$ cat src/rtl/lsa_pkg.sv
package lsa_pkg;

  typedef enum logic [1:0] {
    SZ_BYTE = 2'b00,
    SZ_HALF = 2'b01,
    SZ_WORD = 2'b10,
    SZ_RSVD = 2'b11
  } lsa_size_e;

  // Capture of a load between acceptance and data return
  typedef struct packed {
    logic      live;
    logic      fault;
    logic      sgn;
    lsa_size_e size;
  } lsa_pend_t;

endpackage

$ cat src/rtl/lsa_agen.sv
// Effective address generation and alignment check.
module lsa_agen
  import lsa_pkg::*;
#(
  parameter int ADDR_W = 32,
  parameter int DISP_W = 16,
  parameter int LANES  = 4,
  localparam int OFS_W = $clog2(LANES)
) (
  input  logic [ADDR_W-1:0] base,
  input  logic [DISP_W-1:0] disp,
  input  lsa_size_e         size,
  output logic [ADDR_W-1:0] ea,
  output logic [OFS_W-1:0]  ofs,
  output logic              fault
);

  logic [ADDR_W-1:0] disp_ext;

  assign disp_ext = {{(ADDR_W-DISP_W){disp[DISP_W-1]}}, disp};
  assign ea       = base + disp_ext;
  assign ofs      = ea[OFS_W-1:0];

  always_comb begin
    unique case (size)
      SZ_BYTE: fault = 1'b0;
      SZ_HALF: fault = ofs[0];
      SZ_WORD: fault = |ofs;
      default: fault = 1'b1;
    endcase
  end

endmodule

$ cat src/rtl/lsa_store_lanes.sv
// Byte strobes and lane placement for stores, big-endian numbering.
module lsa_store_lanes
  import lsa_pkg::*;
#(
  parameter int DATA_W = 32,
  localparam int LANES = DATA_W / 8,
  localparam int OFS_W = $clog2(LANES)
) (
  input  lsa_size_e         size,
  input  logic [OFS_W-1:0]  ofs,
  input  logic [DATA_W-1:0] wdata,
  output logic [LANES-1:0]  be,
  output logic [DATA_W-1:0] lane_data
);

  for (genvar i = 0; i < LANES; i++) begin : g_lane
    // Byte offset served by lane i (lane LANES-1 holds offset 0)
    localparam logic [OFS_W-1:0] LANE_OFS = OFS_W'(LANES - 1 - i);

    always_comb begin
      unique case (size)
        SZ_BYTE: begin
          be[i]               = (LANE_OFS == ofs);
          lane_data[i*8 +: 8] = wdata[7:0];
        end
        SZ_HALF: begin
          be[i]               = (LANE_OFS[OFS_W-1:1] == ofs[OFS_W-1:1]);
          lane_data[i*8 +: 8] = wdata[(i % 2)*8 +: 8];
        end
        SZ_WORD: begin
          be[i]               = 1'b1;
          lane_data[i*8 +: 8] = wdata[i*8 +: 8];
        end
        default: begin
          be[i]               = 1'b0;
          lane_data[i*8 +: 8] = wdata[i*8 +: 8];
        end
      endcase
    end
  end

endmodule

$ cat src/rtl/lsa_load_extract.sv
// Selects the addressed byte/halfword of a returned word and widens it.
module lsa_load_extract
  import lsa_pkg::*;
#(
  parameter int DATA_W = 32,
  localparam int LANES = DATA_W / 8,
  localparam int OFS_W = $clog2(LANES),
  localparam int HALVES = LANES / 2
) (
  input  logic [DATA_W-1:0] rdata,
  input  logic [OFS_W-1:0]  ofs,
  input  lsa_size_e         size,
  input  logic              sgn,
  output logic [DATA_W-1:0] result
);

  logic [7:0]  byte_at [LANES];
  logic [15:0] half_at [HALVES];
  logic [7:0]  bsel;
  logic [15:0] hsel;

  for (genvar k = 0; k < LANES; k++) begin : g_byte
    assign byte_at[k] = rdata[(LANES-1-k)*8 +: 8];
  end

  for (genvar j = 0; j < HALVES; j++) begin : g_half
    assign half_at[j] = rdata[(LANES-2-2*j)*8 +: 16];
  end

  assign bsel = byte_at[ofs];
  assign hsel = half_at[ofs[OFS_W-1:1]];

  always_comb begin
    unique case (size)
      SZ_BYTE: result = {{(DATA_W-8){sgn & bsel[7]}}, bsel};
      SZ_HALF: result = {{(DATA_W-16){sgn & hsel[15]}}, hsel};
      default: result = rdata;
    endcase
  end

endmodule

$ cat src/rtl/lsa_unit.sv
// Load-store alignment unit: request handshake, memory strobes, load result.
module lsa_unit
  import lsa_pkg::*;
#(
  parameter int ADDR_W = 32,
  parameter int DATA_W = 32,
  parameter int DISP_W = 16,
  localparam int LANES = DATA_W / 8,
  localparam int OFS_W = $clog2(LANES)
) (
  input  logic              clk,
  input  logic              rst_n,
  input  logic              req_valid,
  output logic              req_ready,
  input  logic              req_we,
  input  logic [1:0]        req_size,
  input  logic              req_signed,
  input  logic [ADDR_W-1:0] req_base,
  input  logic [DISP_W-1:0] req_disp,
  input  logic [DATA_W-1:0] req_wdata,
  output logic              align_err,
  output logic              mem_req,
  output logic              mem_we,
  output logic [ADDR_W-1:0] mem_addr,
  output logic [LANES-1:0]  mem_be,
  output logic [DATA_W-1:0] mem_wdata,
  input  logic [DATA_W-1:0] mem_rdata,
  output logic              rsp_valid,
  input  logic              rsp_ready,
  output logic [DATA_W-1:0] rsp_data,
  output logic              rsp_err
);

  lsa_size_e         size_in;
  logic [ADDR_W-1:0] ea;
  logic [OFS_W-1:0]  ofs;
  logic              fault;
  logic              take;

  lsa_pend_t         pend_q;
  logic [OFS_W-1:0]  pend_ofs_q;
  logic [DATA_W-1:0] ext_data;
  logic [DATA_W-1:0] live_data;
  logic              stall;

  logic              held_q;
  logic [DATA_W-1:0] held_data_q;
  logic              held_err_q;

  assign size_in = lsa_size_e'(req_size);

  lsa_agen #(
    .ADDR_W (ADDR_W),
    .DISP_W (DISP_W),
    .LANES  (LANES)
  ) u_agen (
    .base  (req_base),
    .disp  (req_disp),
    .size  (size_in),
    .ea    (ea),
    .ofs   (ofs),
    .fault (fault)
  );

  lsa_store_lanes #(
    .DATA_W (DATA_W)
  ) u_lanes (
    .size      (size_in),
    .ofs       (ofs),
    .wdata     (req_wdata),
    .be        (mem_be),
    .lane_data (mem_wdata)
  );

  // Request side
  assign stall     = pend_q.live & ~rsp_ready;
  assign req_ready = ~held_q & ~stall;
  assign take      = req_valid & req_ready;
  assign align_err = take & fault;
  assign mem_req   = take & ~fault;
  assign mem_we    = req_we;
  assign mem_addr  = {ea[ADDR_W-1:OFS_W], {OFS_W{1'b0}}};

  // Load capture, one cycle until data return
  always_ff @(posedge clk or negedge rst_n) begin
    if (!rst_n) begin
      pend_q     <= '0;
      pend_ofs_q <= '0;
    end else begin
      pend_q.live <= take & ~req_we;
      if (take & ~req_we) begin
        pend_q.fault <= fault;
        pend_q.sgn   <= req_signed;
        pend_q.size  <= size_in;
        pend_ofs_q   <= ofs;
      end
    end
  end

  lsa_load_extract #(
    .DATA_W (DATA_W)
  ) u_extract (
    .rdata  (mem_rdata),
    .ofs    (pend_ofs_q),
    .size   (pend_q.size),
    .sgn    (pend_q.sgn),
    .result (ext_data)
  );

  assign live_data = pend_q.fault ? '0 : ext_data;

  // Stall register: holds a result the consumer has not taken
  always_ff @(posedge clk or negedge rst_n) begin
    if (!rst_n) begin
      held_q      <= 1'b0;
      held_data_q <= '0;
      held_err_q  <= 1'b0;
    end else if (stall) begin
      held_q      <= 1'b1;
      held_data_q <= live_data;
      held_err_q  <= pend_q.fault;
    end else if (held_q & rsp_ready) begin
      held_q <= 1'b0;
    end
  end

  assign rsp_valid = pend_q.live | held_q;
  assign rsp_data  = held_q ? held_data_q : live_data;
  assign rsp_err   = held_q ? held_err_q : pend_q.fault;

endmodule

$ cat config.mk
export PLATFORM = sky130hd
export DESIGN_NAME = lsa_unit
export DESIGN_NICKNAME = d
export VERILOG_FILES = /design/src/rtl/lsa_pkg.sv /design/src/rtl/lsa_agen.sv /design/src/rtl/lsa_store_lanes.sv /design/src/rtl/lsa_load_extract.sv /design/src/rtl/lsa_unit.sv
export SDC_FILE = /design/constraint.sdc
export NUM_CORES = 1
export LEC_CHECK = 0
export BUFFER_PORTS_ARGS = -buffer_cell sky130_fd_sc_hd__buf_2
export CAP_MARGIN = 40
export CORE_MARGIN = 8
export CORE_UTILIZATION = 53
export CTS_BUF_LIST = sky130_fd_sc_hd__clkbuf_8
export DETAILED_ROUTE_END_ITERATION = 8
export GPL_TIMING_DRIVEN = 0
export PLACE_DENSITY = 0.89
export SETUP_SLACK_MARGIN = 0.4
export SYNTH_ARGS = -nofsm -noshare
export SYNTH_HDL_FRONTEND = slang
export SYNTH_SLANG_ARGS = --single-unit
$ cat constraint.sdc
create_clock -name clk -period 7.3 [get_ports clk]
set_clock_uncertainty 0.1 [all_clocks]
set_input_delay 1.46 -clock clk [delete_from_list [all_inputs] [get_ports clk]]
set_output_delay 1.46 -clock clk [all_outputs]
set_load 0.02 [all_outputs]
* Word level (Yosys, flattened, before mapping) *
Index checks and enable logic that the tools add are counted.

word-level totals
  bits in registers = 41
  latch bits = 0
  RAM bits = 0
  bits in read-only memories = 0
  word-level logic and storage cells = 61
  memories = 0

operators by class
  add/subtract/negate cells = 1
  $mul = 0
  div/mod/pow operators = 0
  order comparisons = 2
  equality and inequality tests = 6
  shifts and indexed selects = 0
  multiplexer cells = 20
  bitwise gates (word level) = 18
  reductions and logical operators = 6

operators by type and width
  cell                  number
  $mux W32              2
  $pmux W32 S2          1
  $mux W16              3
  $add A32 B32 Y32      1
  $mux W8               4
  $bmux W8 S2           1
  $pmux W8 S2           1
  $pmux W1 S3           5
  $and A1 B1 Y1         9
  $logic_not A2 Y1      3
  $not A1 Y1            6
  $eq A2 B1 Y1 const B  2
  $eq A2 B2 Y1 const A  2
  $reduce_or A2 Y1      2
  $ge A3 B3 Y1 const B  1
  $mux W1               3
  $not A2 Y3            1
  $eq A1 B2 Y1 const A  1
  $eq A2 B2 Y1 const B  1
  $ge A2 B2 Y1 const B  1
  $not A1 Y2            1
  $reduce_bool A2 Y1    1
  $or A1 B1 Y1          1

* Logic depth before layout (Yosys ltp) *
Gate-level depths: netlist of the first run.

  word-level depth = 8
  mapped depth = 10
  gate-level depth less buffers = 9

* Cells and area by module *
From an unflattened synthesis of the first run, not the netlist that was laid out.

unflattened totals
  cell total of the unflattened synthesis = 637
  area total of the unflattened synthesis = 4994.8 µm²

modules (own cells, without submodules)
  module            times used  cells each  area an instance (µm²)
  lsa_unit          1           241         2055.7
  lsa_agen          1           226         1630.3
  lsa_load_extract  1           106         798.3
  lsa_store_lanes   1           64          510.5

* Least setup slack after synthesis of the first run *
No wires, ideal clock.

  path type = input to output
  start point = in req_base[0]
  end point = out mem_addr[28]
  arrival = 3510 ps
  path slack = 2230 ps
  cell stages on the path = 10
  cell sequence = ha_1 > fa_1 > a21o_1 > a221oi_2 > o21bai_2 > a21o_1 > a21o_1 > a21oi_2 > xnor2_1 > buf_4

between the ends
  cells in the longest elaborated chain, start to end = 1

RTL lines
  what                RTL line        text
  start: declaration  lsa_unit.sv:18  input logic [ADDR_W-1:0] req_base,
  $add A32 B32 Y32    lsa_agen.sv:21  assign ea = base + disp_ext;
  end: declaration    lsa_unit.sv:24  output logic [ADDR_W-1:0] mem_addr,

No other way between the ends.

* Worst setup path in the final report of the first run *
  start point = in req_base[0]
  end point = out mem_addr[22]

The elaborated chain is that of the path after synthesis.

==> results.md, run 1 <==
- Hold buffers post-CTS: 0
- Starting Density: 53.7%
- # Post-CTS Setup Buffers: 0
- Cell with the most instances after synthesis: nand2_1
- Clock Root Buffer: clkbuf_8
- WL final: around 17 mm
- Most Frequent Cell on Critical Path: buf_2
- Internal Power: 684 uW
- Initial DRC count: 543
- Final min period: 5.55 ns
- CP endpoint kind: output pin
- ANT nets after route: 0
- Final Net Count: 1040
- I/O pin count: roughly 230
- Vias per cell: roughly 5.8
- Mapped Cells: 658
- Grt ovf: 0
- Crit-path max cell delay: 0.42 ns
- CTS Buf Count: 5
- Vias in the first global route: 5579
- Final hold vios: 0
- Wire per inst: 16.6 um
- Commonest cells in the netlist: 116 x nand2_1, 111 x o21ai_0, 43 x a21oi_1
- Largest net degree at the start of global routing: 39
- Initial antenna violation count: 0
- CTS Buffer Depth: 2
- Ys async rst share: 100%
- Worst slew pin tran: 0.713 ns
- Data arrival time of the worst path: 3.99 ns
- Worst-path cell chain: buf_2 > ha_1 > fa_1 > a21o_1 > a221oi_2 > o21bai_2 > nor2_2 > o31ai_4 > a31oi_1 > xnor2_1 > buf_4 > buf_2
- # Max-Cap Violations: 0
- Hold slack: 0.386 ns
- Syn. warnings: 0
- DP Cell Count: 992
- Chip height: 112 um
- Slew Viols, Final: 0
- Overall power: 1290 uW
- First-pass GRT wire length: 26.8 mm
- Flop and latch count out of synthesis: 41
- Num rows: 35
- Drt pass-1 iters: 7
- Routability cong.: between 0.9 and 1
- CTS tree: done
- H-tree Lvls: 2
- Fraction of layout cells with a size suffix above 1: 36.8%
- Setup TNS: 0 ns
- Largest cells by area after synthesis: dfrtp_1 21%, o21ai_0 11%, nand2_1 8.9%
- Pleak: around 0.0031 uW
- Setup violators final: 0
- Maximum clock frequency: 180 MHz
- Reg clk slew, reported paths: 0.08 ns
- Total clock sinks: 41
- Combinational Power Share: a little over three fifths
- Worst endpoint required time: 5.74 ns
- Worst Hold Class: reg -> reg
- P_sw: about 610 uW
- Yosys top cell area share: 21.1%
- Worst vdd ir: 0.000113 V
- Die ar.: approximately 0.013 mm^2
- Clock Power Share: 11.8%
- Residual DRC: 0
- RSZ-0062 raised after global routing: false
- Slowest stage cell, crit path: fa_1
- Finished Layout Cells: roughly 1k
- # port buffers: 221
- Total GRT Usage: 25.4%
- Die width: 112 um
- Layout area overhead: 28.1%
- Worst setup SP type: input port
- DP Wirelength: 13.8 mm
- Yosys top cell by area: dfrtp_1
- Mapped cell area: ~0.0049 mm^2
- CP max FO: 5
- Register share of total power: 25.4%
- Setup Crit Path Kind: in -> out
- EDFF count, synth: 0
- Slew headroom: 52.3%
- Power Density: 207 mW/mm^2
- Run status: completed
- Sw Share: between 40% and 50%
- Core Footprint: approximately 0.0091 mm^2
- Main synth FF type: dfrtp_1
- Post-Syn Area per Cell: about 7.4 um^2
- Period utilisation layout: approximately three quarters
- Clk_lat worst skew: slightly below 0.3 ns
- Sequential element share of the synthesized area: 21.1%
- # resized after CTS: 0
- Unique cell type count in the Yosys netlist: 61
- Via count: 5763
[worst paths after layout]
check,start,to,slack [ns],depth (start not counted)
setup / recovery,req_base[0],mem_addr[22],1.75,12
hold / removal,held_data_q[12],held_data_q[12],0.39,2
setup reg to reg,pend_ofs_q[1],held_data_q[1],5.14,5
hold reg to reg,held_data_q[12],held_data_q[12],0.39,2
max in group asynchronous,rst_n,pend_ofs_q[0],5.80,2
min in group asynchronous,rst_n,held_data_q[19],0.88,1
[flip-flops by register name, indices dropped and copies added (netlist names)]
register / count
pend_q: 5
pend_ofs_q: 2
held_q: 1
held_data_q: 32
held_err_q: 1
[stage by stage]
step / utilization, % / setup WS, ns / instance area, um^2
6_report: 68.8 / 1.75 / 6240
5_1_grt: 68.8 / 1.61 / 6240
4_1_cts: 68.8 / 1.77 / 6240
3_5_place_dp: 67.7 / 1.78 / 6140
3_3_place_gp: 67.5 / 1.80 / 6120
2_1_floorplan: - / 2.23 / 4870
[area by class of cell]
cell class,count,area [um^2]
inverters,12,45.0
well taps,111,139
fillers,772,2830
clock buffers,6,82.6
flip-flops and latches,41,1030
clock inverters,2,13.8
plain buffers,77,454
repair buffers,222,1130
diodes,1,2.50
multi-input cells,529,3350
[power groups by stage]
stage | logic (uW) | registers, uW | clock network (uW)
5_1_grt | 881 | 335 | 165
3_3_place_gp | 788 | 326 | 0
2_1_floorplan | 559 | 321 | 0
4_1_cts | 807 | 327 | 155
3_5_place_dp | 802 | 331 | 0
6_report | 810 | 328 | 153
[layer usage]
metal	vias up	part of all wire [%]	global-route usage, %
met3	50	10	7.68
li1	2774	-	-
met2	329	47	43.5
met4	0	3.4	9.75
met1	2610	39	29.1
met5	-	0	0
[cell families (layout without fill, tap and decap cells)]
| logic type | after synthesis | in the layout | synth area share (%) |
|---|---|---|---|
| mux | 38 | 38 | 8.78 |
| fa+ha+maj | 32 | 32 | 8.37 |
| simple gates | 197 | 197 | 17.5 |
| buf+inv | 89 | 319 | 10.2 |
| other cells | 1 | 3 | 0.0770 |
| compound gates | 230 | 230 | 28.5 |
| flops | 41 | 41 | 21.1 |
| xor+xnor | 30 | 30 | 5.39 |
[placed cells by master, fill, tap and decap left out, types with 3 or more instances in the layout]
cell / count
o21bai_1: 4
a21oi_1: 43
xor2_1: 13
mux2_2: 28
mux2i_1: 9
nand4_1: 4
buf_2: 228
a21o_1: 13
nor2_1: 34
nand3_1: 6
xnor2_1: 17
dfrtp_1: 41
nor2b_1: 5
o211ai_1: 9
clkbuf_8: 6
a31oi_1: 4
buf_4: 41
o22ai_1: 7
or2_2: 7
nor3_1: 5
nor4_1: 3
clkbuf_1: 25
nand2b_1: 4
inv_1: 10
o21ai_0: 111
o21ai_1: 6
a222oi_1: 5
a211oi_1: 5
ha_1: 31
nand2_1: 116
[worst max-delay path: cells and delay by family]
kind                       cells  cell delay, ns
AOI/OAI and AO/OA              5            1.13
xor gates and xnor gates       1            0.16
adders and majority gates      2            0.65
buffers and inverters          3            0.38
and+or+nand+nor                1            0.20
(Power assumes the default switching activity.)
==> inputs of run 2 (changes only) <==
ABC_AREA = 1   (was unset)
CORE_UTILIZATION = 47   (was 53)
PLACE_DENSITY = 0.81   (was 0.89)
clock period = 4.9 ns   (was 7.3 ns; I/O delays follow)
==> run 2 against run 1 <==
Against the previous run:
- synthesized area rose by 18%
- sequential share of layout area fell by 2.2 points
- final cell count rose by 42%
- worst setup slack got worse by 0.78 ns
- combinational power rose by 54%
- synthesized cell count rose by 58%
==> results.md, run 2 <==
- Run status: completed
- Number of diodes: 0
- I/O pin count: between 200 and 250
- Die ar.: 0.0160 mm^2
- Setup TNS: 0 ns
- Fraction of layout cells with a size suffix above 1: 24.2%
- Top delay family on crit path: simple AND/OR/NAND/NOR gates
- Largest cells by area after synthesis: nand2_1 31%, dfrtp_1 18%, inv_1 9.9%
- Reg with most FFs: held_data_q
- Worst setup SP type: input port
- Most frequent cells in the layout: 476 x nand2_1, 235 x buf_2, 151 x inv_1
- Total GRT Usage: 23.1%
- CTS Buffer Depth: 2
- Finished Layout Cells: between 1k and 1.5k
- DP Cell Count: 1409
- Wire per inst: 13.5 um
- CTS Buf Count: 5
- Sequential element share of the synthesized area: about 18%
- Flop-to-flop setup slack: 3.24 ns
- RSZ-0062 raised after global routing: false
- Worst vdd ir: roughly 0.00013 V
- Most common cell after layout, fill and taps aside: nand2_1
- EDFF count, synth: 0
- Die width: 126 um
- Drt pass-1 iters: 5
- # Max-Cap Violations: 0
- H-tree Lvls: 2
- Total clock sinks: 41
- Setup Crit Path Kind: in -> out
- Reg clk slew, reported paths: 0.08 ns
- # resized after CTS: 0
- Routability cong.: 0.918
- Worst slew pin tran: 0.588 ns
- Number of flip-flops in the largest register: 32
- Commonest cells in the netlist: 476 x nand2_1, 151 x inv_1, 52 x nor2_1
- Crit-path max cell delay: around 0.43 ns
- Main synth FF type: dfrtp_1
- Fillers: 1199
- Chip height: 126 um
- Largest net degree at the start of global routing: 37
- Clk_lat worst skew: 0.31 ns
- Mapped Cells: 1037
- Number of stages on the worst setup path: 13
- Worst Hold Class: reg -> reg
- Initial DRC count: 561
- Reg area: 0.00103 mm^2
- Final min period: 3.93 ns
- Final hold vios: 0
- Layout area overhead: 25.2%
- Starting Density: 47.9%
- Num rows: 40
- First-pass GRT wire length: 30.9 mm
- Syn. warnings: 0
- Pleak: 0.00464 uW
- Via count: 7040
- Multi-input gate area: 0.00365 mm^2
- Flop and latch count out of synthesis: 41
- CP endpoint kind: output pin
- Period utilisation layout: around 80%
- Slowest stage cell, crit path: fa_1
- Slew Viols, Final: 0
- Final Net Count: roughly 1.4k
- Yosys top cell area share: 31.2%
- Hold slack: between 0.3 and 0.4 ns
- Core Footprint: ~0.012 mm^2
- CP max FO: 3
- Mapped cell area: 0.00573 mm^2
- Maximum clock frequency: ~250 MHz
- Residual DRC: 0
- Pre-CTS setup slack: 0.964 ns
- ANT nets after route: 0
- Clock Root Buffer: clkbuf_8
- Largest regs: held_data_q x32, pend_q x5, pend_ofs_q x2
- # port buffers: 223
- Grt ovf: 0
- Slack of the critical path: 0.972 ns
- WL final: roughly 19 mm
- Ys async rst share: 100%
- Worst r2r path cells: 6
- Cell with the most instances after synthesis: nand2_1
- Vias in the first global route: 6456
- Yosys top cell by area: nand2_1
- # Post-CTS Setup Buffers: 0
- Initial antenna violation count: 0
- Power Density: 281 mW/mm^2
- Post-Syn Area per Cell: roughly 5.5 um^2
- Worst Hold Depth: 2
- CP Buf/Inv Count: 3
- Setup violators final: 0
- Worst endpoint required time: around 3.8 ns
- Hold buffers post-CTS: 0
- Unique cell type count in the Yosys netlist: 38
- Data arrival time of the worst path: between 2 and 3 ns
- CTS tree: done
- Slew headroom: 60.7%
- Worst-path cell chain: buf_2 > ha_1 > fa_1 > nand3_1 > nand3_1 > nand3_1 > nand3_1 > nand2_1 > nand2_1 > nand2_1 > nand2_1 > buf_4 > buf_2
- Vias per cell: 4.97
- DP Wirelength: 16.0 mm
==> run 2: kinds of logic (layout without fill, tap and decap cells) <==
kind of cell	Yosys count	after routing	synth area share, %
and+or+nand+nor	629	629	45.1
buffers and inverters	229	461	18.5
other	1	2	0.0654
AOI/OAI and AO/OA	88	88	8.66
xor gates and xnor gates	16	16	2.44
DFF	41	41	17.9
adders and majority gates	32	32	7.11
muxes	1	1	0.196
==> run 2: worst reg2reg max path, stage by stage (launching register included) <==
cell	delay [ns]
dfrtp_1	0.41
o21ai_0	0.49
inv_1	0.19
nand2_1	0.09
nand3_1	0.09
nand2_1	0.09
o21ai_0	0.08
==> run 2: path summary, 6_finish.rpt <==
path | from | to
max | req_base[0] | mem_addr[28]
min | held_data_q[8] | held_data_q[8]
max reg2reg | pend_q[0] | held_data_q[4]
min reg2reg | held_data_q[8] | held_data_q[8]
max in group asynchronous | rst_n | held_data_q[6]
min in group asynchronous | rst_n | held_data_q[10]
==> run 2: cell type report <==
| cell class | count | area share [%] |
|---|---|---|
| Multi-Input combinational cell | 768 | 50.9 |
| Timing Repair Buffer | 224 | 15.8 |
| Sequential cell | 41 | 14.3 |
| Inverter | 157 | 8.24 |
| Buffer | 72 | 6.54 |
| Tap cell | 147 | 2.56 |
| Clock buffer | 6 | 1.15 |
| Clock inverter | 2 | 0.523 |
==> run 2: layer usage <==
metal	part of all wire [%]	track usage (%)	wire (um)
met5	0	0	0
met4	2.4	7.22	456
met3	7.9	4.40	1500
met2	46	38.3	8710
met1	44	29.6	8410
==> run 2: power breakdown <==
part / internal (uW) / switching, uW / leakage [uW]
Sequential: 425 / 52.5 / 0.000534
Clock: 166 / 127 / 0.0000574
Combinational: 452 / 795 / 0.00405
==> run 2: through the flow <==
step	power, uW	util [%]	area [um^2]
final	2020	60.0	7180
after global routing	2170	60.0	7180
after CTS	2010	60.0	7180
after detailed placement	1720	59.0	7060
after global placement	1700	58.8	7040
after floorplan	1340	-	5740
